<file path="src/rtl/seqdet_pkg.sv">
`timescale 1ns/1ps
package seqdet_pkg;

    localparam int STATE_W = 3;

    typedef enum logic [STATE_W-1:0] {
        ST_IDLE  = 3'd0,
        ST_ONE   = 3'd1,
        ST_ONES  = 3'd2,
        ST_ONEZ  = 3'd3,
        ST_HIT_A = 3'd4,   // history ends in 1,1,0
        ST_HIT_B = 3'd5    // history ends in 1,0,1
    } seq_state_e;

    function automatic logic state_is_hit(input seq_state_e s);
        return (s == ST_HIT_A) || (s == ST_HIT_B);
    endfunction

endpackage

</file>
<file path="src/rtl/seqdet_next.sv">
`timescale 1ns/1ps
module seqdet_next
    import seqdet_pkg::*;
(
    input  seq_state_e cur_s,
    input  logic       bit_i,
    output seq_state_e nxt_s
);
    always_comb begin
        nxt_s = ST_IDLE;
        unique case (cur_s)
            ST_IDLE:  nxt_s = bit_i ? ST_ONE   : ST_IDLE;
            ST_ONE:   nxt_s = bit_i ? ST_ONES  : ST_ONEZ;
            ST_ONES:  nxt_s = bit_i ? ST_ONES  : ST_HIT_A;
            ST_ONEZ:  nxt_s = bit_i ? ST_HIT_B : ST_IDLE;
            ST_HIT_A: nxt_s = bit_i ? ST_HIT_B : ST_IDLE;
            ST_HIT_B: nxt_s = bit_i ? ST_ONES  : ST_ONEZ;
            default:  nxt_s = ST_IDLE;
        endcase
    end
endmodule

</file>
<file path="src/rtl/seqdet_state_reg.sv">
`timescale 1ns/1ps
module seqdet_state_reg
    import seqdet_pkg::*;
(
    input  logic       clk,
    input  logic       rst,
    input  seq_state_e nxt_s,
    output seq_state_e cur_s
);
    always_ff @(posedge clk) begin
        if (rst) cur_s <= ST_IDLE;
        else     cur_s <= nxt_s;
    end

    // the first cycle after reset is released sits in idle
    assert_reset_idle_R1: assert property (@(posedge clk) disable iff (rst)
        $fell(rst) |-> cur_s == ST_IDLE);
endmodule

</file>
<file path="src/rtl/seqdet_out_dec.sv">
`timescale 1ns/1ps
module seqdet_out_dec
    import seqdet_pkg::*;
(
    input  seq_state_e cur_s,
    output logic       hit_o
);
    always_comb begin
        hit_o = 1'b0;
        if (state_is_hit(cur_s)) hit_o = 1'b1;
    end
endmodule

</file>
<file path="src/rtl/dual_seq_detector.sv">
`timescale 1ns/1ps
module dual_seq_detector
    import seqdet_pkg::*;
(
    input  logic clk,
    input  logic rst,
    input  logic din,
    output logic flag_o
);
    seq_state_e state_q;
    seq_state_e state_d;

    seqdet_next u_next (
        .cur_s (state_q),
        .bit_i (din),
        .nxt_s (state_d)
    );

    seqdet_state_reg u_reg (
        .clk   (clk),
        .rst   (rst),
        .nxt_s (state_d),
        .cur_s (state_q)
    );

    seqdet_out_dec u_dec (
        .cur_s (state_q),
        .hit_o (flag_o)
    );

    // a 0 arriving after two ones flags in the next cycle
    assert_flag_110_R2: assert property (@(posedge clk) disable iff (rst)
        (state_q == ST_ONES && !din) |=> flag_o);

    // a 1 arriving after 1,0 flags in the next cycle
    assert_flag_101_R3: assert property (@(posedge clk) disable iff (rst)
        (state_q == ST_ONEZ && din) |=> flag_o);

    // history 1,0,0 never flags
    assert_no_flag_100_R4: assert property (@(posedge clk) disable iff (rst)
        (state_q == ST_ONEZ && !din) |=> !flag_o);

    // a 110 hit followed by a 1 chains into a 101 hit
    assert_overlap_chain_R5: assert property (@(posedge clk) disable iff (rst)
        (flag_o && state_q == ST_HIT_A && din) |=> flag_o);
endmodule

</file>
<file path="config.mk">
export PLATFORM = sky130hd
export DESIGN_NAME = dual_seq_detector
export DESIGN_NICKNAME = d
export VERILOG_FILES = /design/src/rtl/seqdet_pkg.sv /design/src/rtl/seqdet_next.sv /design/src/rtl/seqdet_state_reg.sv /design/src/rtl/seqdet_out_dec.sv /design/src/rtl/dual_seq_detector.sv
export SDC_FILE = /design/constraint.sdc
export NUM_CORES = 1
export LEC_CHECK = 0
export BUFFER_PORTS_ARGS = -buffer_cell sky130_fd_sc_hd__buf_2
export CORE_AREA = 2 2 39 41
export DETAILED_ROUTE_END_ITERATION = 8
export DIE_AREA = 0 0 41 43
export GPL_TIMING_DRIVEN = 0
export SLEW_MARGIN = 20
export SYNTH_ARGS = -nofsm -noshare
export SYNTH_HDL_FRONTEND = slang
export SYNTH_HIERARCHICAL = 1
export SYNTH_SLANG_ARGS = --single-unit
</file>
<file path="constraint.sdc">
create_clock -name clk -period 1.05 [get_ports clk]
set_input_delay 0.105 -clock clk [delete_from_list [all_inputs] [get_ports clk]]
set_output_delay 0.105 -clock clk [all_outputs]
set_load 0.01 [all_outputs]
</file>
# Yosys cells after proc, flatten, opt, wreduce, memory -nomap -nowiden

Cells that the tools add are included.

Input bits: 3
Register bits after elaboration: 3
Output and inout bits: 1
Word-level logic and storage cells: 16

Eq/ne operators: 5
Multiplexer cells: 6
Reductions and logical operators: 4

Operators by type and width:

| cell                                                 | count |
|---|---|
| case mux 3 bit (4 select lines)                      | 1 |
| equality test 3 x 2 -> 1 bit (second input constant) | 2 |
| equality test 3 bit (second input constant)          | 2 |
| two-way mux 3 bit                                    | 2 |
| OR reduction 2 bit                                   | 2 |
| equality test 3 x 1 -> 1 bit (second input constant) | 1 |
| zero test 3 bit                                      | 1 |
| two-way mux 1 bit                                    | 3 |
| logical OR 1 bit                                     | 1 |

# Logic depth before layout (Yosys ltp)

Gate-level depths: netlist of the first run.

Word-level depth: 3
Mapped depth: 3
Depth with buffers taken out: 3

# By module

The synthesis of the first run kept the hierarchy.

By module, submodules not included:

| module           | cells each | times used | seq. area each (um^2) | area each (um^2) |
|---|---|---|---|---|
| seqdet_state_reg | 6          | 1          | 60.1                  | 78.8 |
| seqdet_next      | 9          | 1          | 0.0                   | 75.1 |
| seqdet_out_dec   | 1          | 1          | 0.0                   | 13.8 |

# Worst setup path after synthesis of the first run

OpenSTA, ideal clock, no wires.

Path type: register to register
Start: reg u_reg.cur_s[1]
End: reg u_reg.cur_s[2]
Buffers on the path: 0
Cell stages (with the launch flop): 4
Clock period less this slack: 1098 ps
Arrival: 1033 ps
Required time: 985 ps
Setup slack: -48 ps
Setup time: 65 ps
Path through: dfxtp_1 > or4b_1 > nand3_1 > nor2b_1

Word-level cells in the longest chain between the ends: 3
Elaborated cells on any way between the ends: 9
Those cells by class: eq/ne: 5; mux: 1; reduce/logical: 3

RTL lines:

| what                                                 | line                    | RTL |
|---|---|---|
| start: declaration                                   | seqdet_state_reg.sv:8   | `output seq_state_e cur_s` |
| start signal: assignment                             | seqdet_state_reg.sv:12  | `else cur_s <= nxt_s;` |
| equality test 3 x 1 -> 1 bit (tied with other cells) | seqdet_next.sv:11       | `unique case (cur_s)` |
| OR reduction 2 bit (no source line)                  | -                       |  |
| case mux 3 bit (4 select lines) *                    | seqdet_next.sv:11       |  |
| net state_d[2]                                       | dual_seq_detector.sv:11 | `seq_state_e state_d;` |

The timed path passes the listed nets; every way through them passes the cells marked *.
A chain may end at the register's enable or synchronous reset.

# Worst setup path after layout of the first run

Ends and elaborated chain as after synthesis.

==> Implementation_results.wiki, run 1 <==
{| class="wikitable"
! Metric !! Value
|-
| Count of placed standard cells including taps || 35
|-
| Pwr Density || 1496 nW/µm²
|-
| Setup violators final || 2
|-
| Maximum single-stage delay on the critical path || 0.49 ns
|-
| Syn Inst Count || 16
|-
| Area share of and/or/nand/nor cells after synthesis || 58.21%
|-
| Crit Path Class || reg2reg
|-
| Layout Nets || 29
|-
| Slew Viols, Final || 0
|-
| Number of nets still failing antenna checks after routing || 0
|-
| Slowest cell on the critical path || sky130_fd_sc_hd__or4bb_1
|-
| Largest register by flop count || u_reg/cur_s
|-
| Adder-cell area share of the yosys netlist || 0%
|-
| Largest register FFs || 3
|-
| Flip-flop and latch count after synthesis || 3
|-
| Crit path buffers/inverters || 0
|-
| Summed instance area of the synthesized netlist || 167.7 µm²
|-
| Multiplexer area fraction after synthesis || 5.970%
|-
| Layout cells sized above 1 || 52.00%
|-
| Core Area || 1384 µm²
|-
| Filler instances || 152
|-
| Final routed DRC violation total || 0
|-
| Result of the run || finished, violations left
|-
| Clock tree from TritonCTS || yes
|-
| FP Rows || 14
|-
| Final Worst Setup Slack || -0.06009 ns
|-
| Number of antenna violations at the first check in global routing || 0
|-
| Worst Setup End Kind || register
|-
| Clock buffer count from CTS || 3
|-
| Max-Slew Margin vs Limit || 92.44%
|-
| Compound-gate portion of the synthesized area || 0%
|-
| Global-route usage over all layers || 5.010%
|-
| Actual transition at the worst max-transition pin || 0.1102 ns
|-
| VDD IR max || 0.2047 mV
|-
| Total of hold buffers inserted after clock tree synthesis || 0
|-
| Die area || 1763 µm²
|-
| Number of port buffers || 3
|-
| Storage cell area || 66.31 µm²
|-
| Top achievable clock speed || 900.8 MHz
|-
| Leakage power total || 0.0001019 µW
|-
| First-pass detailed-route iteration total || 4
|-
| Failing checks || setup timing
|-
| Longest Clk Path Bufs || 2
|-
| Min cycle time layout || 1.110 ns
|-
| CP Data Required Time || 1.21 ns
|-
| Final hold violation count || 0
|-
| Final RePlAce weighted congestion || 0.5594
|-
| Regs by FF count || u_reg/cur_s: 3 flops
|-
| Horizontal extent of the die || 41 µm
|-
| CTS H-tree depth || 1
|-
| Startpoint Class || register
|-
| Worst hold slack across all endpoints || 0.05185 ns
|-
| Area growth from synthesis to layout || 52.98%
|-
| Critical-path cell list || or4bb_1 > nand3_1 > nor2b_1
|-
| Worst EP arrival || 1.27 ns
|-
| Sequential element share of the synthesized area || 35.82%
|-
| Routed wire length || 348 µm
|-
| TritonCTS sink count || 3
|-
| Clock network latency to the later pin of the worst-skew pair || 0.23 ns
|-
| Yosys Warn Count || 6
|-
| Final routed wire length divided by cell count || 8.488 µm
|-
| Post-synthesis net count || 19
|-
| Global-route wire length before repair || 448 µm
|-
| Setup repair after global routing missed its margin || yes
|-
| Worst R2R Setup Slack || -0.06 ns
|-
| Clock Skews || 0.003156 ns
|-
| CTS root buffer || sky130_fd_sc_hd__clkbuf_4
|-
| Area occupied by multi-input gates || 107.6 µm²
|-
| Via count of the first global-routing pass || 115
|-
| HPWL after detailed placement || 210.6 µm
|-
| Xor and xnor fraction of the mapped netlist area || 0%
|-
| Crit-path max FO || 7
|-
| Global route overflow || 0
|-
| Vias || 149
|-
| DRT iter0 DRCs || 2
|-
| Clock-pin slew reported for the worst setup and hold paths after clock tree synthesis || 0.04 ns
|-
| Fraction of the cycle the final worst path needs || 105.7%
|-
| Initial Utilization || 12.12%
|-
| Hold WC Path Type || in2reg
|-
| Max-cap viol count || 0
|-
| Synthesized area divided by synthesized cell count || 10.48 µm²
|-
| Vias per Instance || 3.634
|-
| Dominant combinational cell family by area after synthesis || simple AND/OR/NAND/NOR gates
|-
| Number of diodes || 0
|-
| Layout Cells excl Fill || 41
|-
| Die height || 43 µm
|-
| Number of placed I/O pins || 4
|-
| Synth unique cells || 11
|-
| Largest delay contributor family on the critical path || simple AND/OR/NAND/NOR gates
|-
| Pin count of the biggest net entering global routing || 9
|}
-- cell usage after synthesis (all sizes together) --
cell type / count / area share, %
nand4b: 1 / 5.2
or3b: 2 / 10
dfxtp: 3 / 36
nor2b: 4 / 19
nand3b: 1 / 4.5
or4bb: 1 / 6.7
or4b: 1 / 6.0
nand3: 2 / 6.0
mux2i: 1 / 6.0
-- logic make-up (layout without fill, tap and decap cells) --
group	after synthesis	count (layout)
simple gates	12	12
flops	3	3
buf+inv	0	9
mux	1	1
-- metrics by stage --
| stage | area [µm²] | utilization, % | setup TNS [ns] | setup WS [ns] | total power (µW) |
|---|---|---|---|---|---|
| after floorplan | 170.2 | - | 0 | 0.002974 | 162.3 |
| after global placement | 205.2 | 14.83 | -0.04942 | -0.04682 | 175.8 |
| after detailed placement | 205.2 | 14.83 | -0.06478 | -0.05655 | 175.9 |
| after CTS | 235.2 | 17.00 | -0.05896 | -0.03966 | 384.8 |
| after global routing | 256.5 | 18.54 | -0.1533 | -0.09936 | 406.9 |
| final | 256.5 | 18.54 | -0.07957 | -0.06009 | 383.8 |
-- timing repair --
item                                    CTS  global route
cloned                                    0             0
endpoints found under the hold margin     0             0
endpoints found under the setup margin    2             2
setup buffers                             0             2
gates resized for setup                   2             1
pin swaps                                 0             2
-- routing by layer --
| layer | track usage [%] | routed length, µm | vias to the layer above |
|---|---|---|---|
| li1 | - | - | 78 |
| met1 | 4.153 | 138 | 69 |
| met2 | 4.375 | 187 | 2 |
| met3 | 2.618 | 22 | 0 |
| met4 | 12.00 | 0 | 0 |
| met5 | 0 | 0 | - |
-- report_power, final --
| part | internal (µW) | switching (µW) |
|---|---|---|
| sequential | 124 | 11.1 |
| clock | 142 | 57.8 |
| combinational | 32.4 | 16.4 |
-- area by class of cell --
type / count / share of cell area, %
sequential: 3 / 25.85
tap: 16 / 7.805
timing repair buffer: 5 / 14.15
clock buffer: 4 / 10.24
multi-input combinational: 13 / 41.95
-- worst paths after layout --
kind                          to  depth (start not counted)            from
hold / removal    u_reg/cur_s[2]                          2             rst
setup reg to reg  u_reg/cur_s[2]                          3  u_reg/cur_s[1]
hold reg to reg   u_reg/cur_s[1]                          2  u_reg/cur_s[0]
setup / recovery  u_reg/cur_s[2]                          3  u_reg/cur_s[1]
-- layout by cell type (no fill, tap or decap), drive strengths merged --
cell type and count:
dfxtp 3, buf 5, nand4b 1, nand3 2, mux2i 1, or4bb 1, nor2b 4, or3b 2
or4b 1, clkbuf 4, nand3b 1
Power figures use the tool's default switching activity.
==> run 2, diff against run 1 <==
Clock period 1.05 ns to 1.1 ns, I/O delays scaled along.
==> run 2 against run 1 <==
Compared with the run above:
- the run still ends with setup timing left
- final cell count rose by 2.4%
- routed wire length fell by 1.1%
- total power fell by 5.2%
- clock-buffer cell count did not move
- die area did not move
- clock power fell by 7%
- worst setup slack improved by 0.052 ns
- register-to-register slack improved by 0.05 ns
- combinational power rose by 3%
- worst hold slack improved by 0.010 ns
- core utilization rose by 0.27 points
- sequential share of layout area rose by 0.59 points
- largest cell class unchanged
- highest routed layer unchanged
==> Implementation_results.wiki, run 2 (synthesis results as in run 1) <==
{| class="wikitable"
! Metric !! Value
|-
| Result of the run || finished, violations left
|-
| Failing checks || setup timing
|-
| Slew Viols, Final || 0
|-
| Min-Delay Path Depth || 2
|-
| Longest Clk Path Bufs || 2
|-
| Worst EP arrival || 1.27 ns
|-
| Clock-pin slew reported for the worst setup and hold paths after clock tree synthesis || 0.04 ns
|-
| Source of the critical timing path || u_reg/cur_s[0]
|-
| Layout cells sized above 1 || 53.85%
|-
| Actual transition at the worst max-transition pin || 0.1004 ns
|-
| Final routed wire length divided by cell count || 8.190 µm
|-
| Worst Setup End Kind || register
|-
| Layout Cells excl Fill || 42
|-
| Hold_sp || rst
|-
| Pwr Density || 1398 nW/µm²
|-
| Number of port buffers || 3
|-
| Max-Slew Margin vs Limit || 93.12%
|-
| Top library cells by usage in the layout, fill and taps aside || sky130_fd_sc_hd__clkbuf_4, sky130_fd_sc_hd__buf_2, sky130_fd_sc_hd__buf_4, sky130_fd_sc_hd__nor2b_1
|-
| Top achievable clock speed || 902.3 MHz
|-
| Setup violators final || 1
|-
| Leakage power total || 0.0001068 µW
|-
| Via count of the first global-routing pass || 162
|-
| Overall power after layout || 363.9 µW
|-
| Number of diodes || 0
|-
| Layout Nets || 30
|-
| VDD IR max || 0.3432 mV
|-
| Min cycle time layout || 1.108 ns
|-
| Pin count of the biggest net entering global routing || 8
|-
| Storage cell area || 68.82 µm²
|-
| CTS root buffer || sky130_fd_sc_hd__clkbuf_4
|-
| TritonCTS sink count || 3
|-
| CTS H-tree depth || 1
|-
| Worst R2R Setup Slack || -0.008 ns
|-
| Crit-path max FO || 6
|-
| Global-route wire length before repair || 565 µm
|-
| Regs by FF count || u_reg/cur_s: 3 flops
|-
| Fraction of the cycle the final worst path needs || 100.8%
|-
| Number of antenna violations at the first check in global routing || 0
|-
| Cell-internal power || 286.5 µW
|-
| Area occupied by multi-input gates || 107.6 µm²
|-
| Max-cap viol count || 0
|-
| Sw Share || 21.28%
|-
| Initial Utilization || 12.12%
|-
| Count of placed standard cells including taps || 35
|-
| HPWL after detailed placement || 236 µm
|-
| Reg-to-Reg Start || u_reg/cur_s[0]
|-
| Die area || 1763 µm²
|-
| FP Rows || 14
|-
| Clock tree from TritonCTS || yes
|-
| Global route overflow || 0
|-
| Layout Utilization || 18.81%
|-
| DRT iter0 DRCs || 4
|-
| Final hold violation count || 0
|-
| Hold WC Path Type || in2reg
|-
| Final Worst Setup Slack || -0.008250 ns
|-
| Clock network power share || 51.1%
|-
| Core Area || 1384 µm²
|-
| Placed instance area || 202.7 µm²
|-
| Routed wire length || 344 µm
|-
| Clock Skews || 0.002109 ns
|-
| Number of placed I/O pins || 4
|-
| Startpoint Class || register
|-
| Largest register by flop count || u_reg/cur_s
|-
| Number of nets still failing antenna checks after routing || 0
|-
| First-pass detailed-route iteration total || 4
|-
| Filler instances || 158
|-
| Global-route usage over all layers || 5.110%
|-
| Final routed DRC violation total || 0
|-
| Switching power || 77.45 µW
|-
| Die height || 43 µm
|-
| RR Endpoint || u_reg/cur_s[2]
|-
| Area of all placed cells without fillers || 260.3 µm²
|-
| Vias || 160
|-
| Vias per Instance || 3.810
|-
| Setup repair after global routing missed its margin || yes
|-
| Area growth from synthesis to layout || 55.22%
|-
| Length in cells of the worst reg-to-reg path || 3
|-
| Worst Hold Endpoint || u_reg/cur_s[0]
|-
| Final RePlAce weighted congestion || 0.5560
|-
| Horizontal extent of the die || 41 µm
|-
| Comb pwr share || 13.8%
|-
| Clock buffer count from CTS || 3
|-
| Clock network latency to the later pin of the worst-skew pair || 0.23 ns
|-
| CP Data Required Time || 1.26 ns
|-
| Largest register FFs || 3
|-
| Crit Path Class || reg2reg
|-
| Sequential Power Share || 35.1%
|}
==> run 2: cell count changes in the layout (fill, tap and decap cells not counted), sizes merged <==
cell / change
buf: +1
==> run 2: through the flow <==
stage	hold slack, ns	setup slack [ns]	setup TNS [ns]
2_1_floorplan	0.1816	0.002043	0
6_report	0.06211	-0.008250	-0.008250
5_1_grt	0.05873	-0.05670	-0.07215
3_3_place_gp	0.3050	-0.08108	-0.08108
3_5_place_dp	0.3068	-0.1013	-0.1148
4_1_cts	0.05770	-0.007583	-0.007583
==> run 2: cell type report <==
| class | instances | share of cell area [%] |
|---|---|---|
| timing repair buffer | 6 | 14.42 |
| tap | 16 | 7.692 |
| clock buffer | 4 | 10.10 |
| sequential | 3 | 26.44 |
| multi-input combinational | 13 | 41.35 |
==> run 2: how the worst max path moves through the flow <==
stage                     end  slack [ns]  cells after the start
2_1_floorplan  u_reg/cur_s[2]       0.002                      3
4_1_cts        u_reg/cur_s[2]      -0.008                      3
6_report       u_reg/cur_s[2]      -0.008                      3
5_1_grt        u_reg/cur_s[2]       -0.06                      3
3_5_place_dp   u_reg/cur_s[2]       -0.10                      3
3_3_place_gp   u_reg/cur_s[2]       -0.08                      3
==> run 2: metal layers <==
layer	track usage (%)	share of wire, %
met5	0	0
met4	6.000	0
met3	2.094	6.7
met2	6.875	51
met1	5.112	42
==> run 2: timing repair <==
| action | CTS | global route |
|---|---|---|
| gates resized for setup | 4 | 1 |
| hold buffers | 0 | 0 |
| buffers inserted | 2 | 1 |
| endpoints found under the setup margin | 2 | 2 |
| pin swaps | 0 | 2 |
| cloned | 0 | 0 |
==> run 2: power by group through the flow <==
stage	sequential [µW]	combinational [µW]	clock [µW]
6_report	128	50.1	186
5_1_grt	130	54.6	210
4_1_cts	129	44.8	195
3_5_place_dp	133	34.6	0
3_3_place_gp	132	34.3	0
2_1_floorplan	128	25.2	0
==> run 2: worst max-delay path, stage by stage (launching register included) <==
cell                      delay (ns)
sky130_fd_sc_hd__dfxtp_4        0.35
sky130_fd_sc_hd__or4bb_1        0.50
sky130_fd_sc_hd__nand3_1        0.08
sky130_fd_sc_hd__nor2b_1        0.11
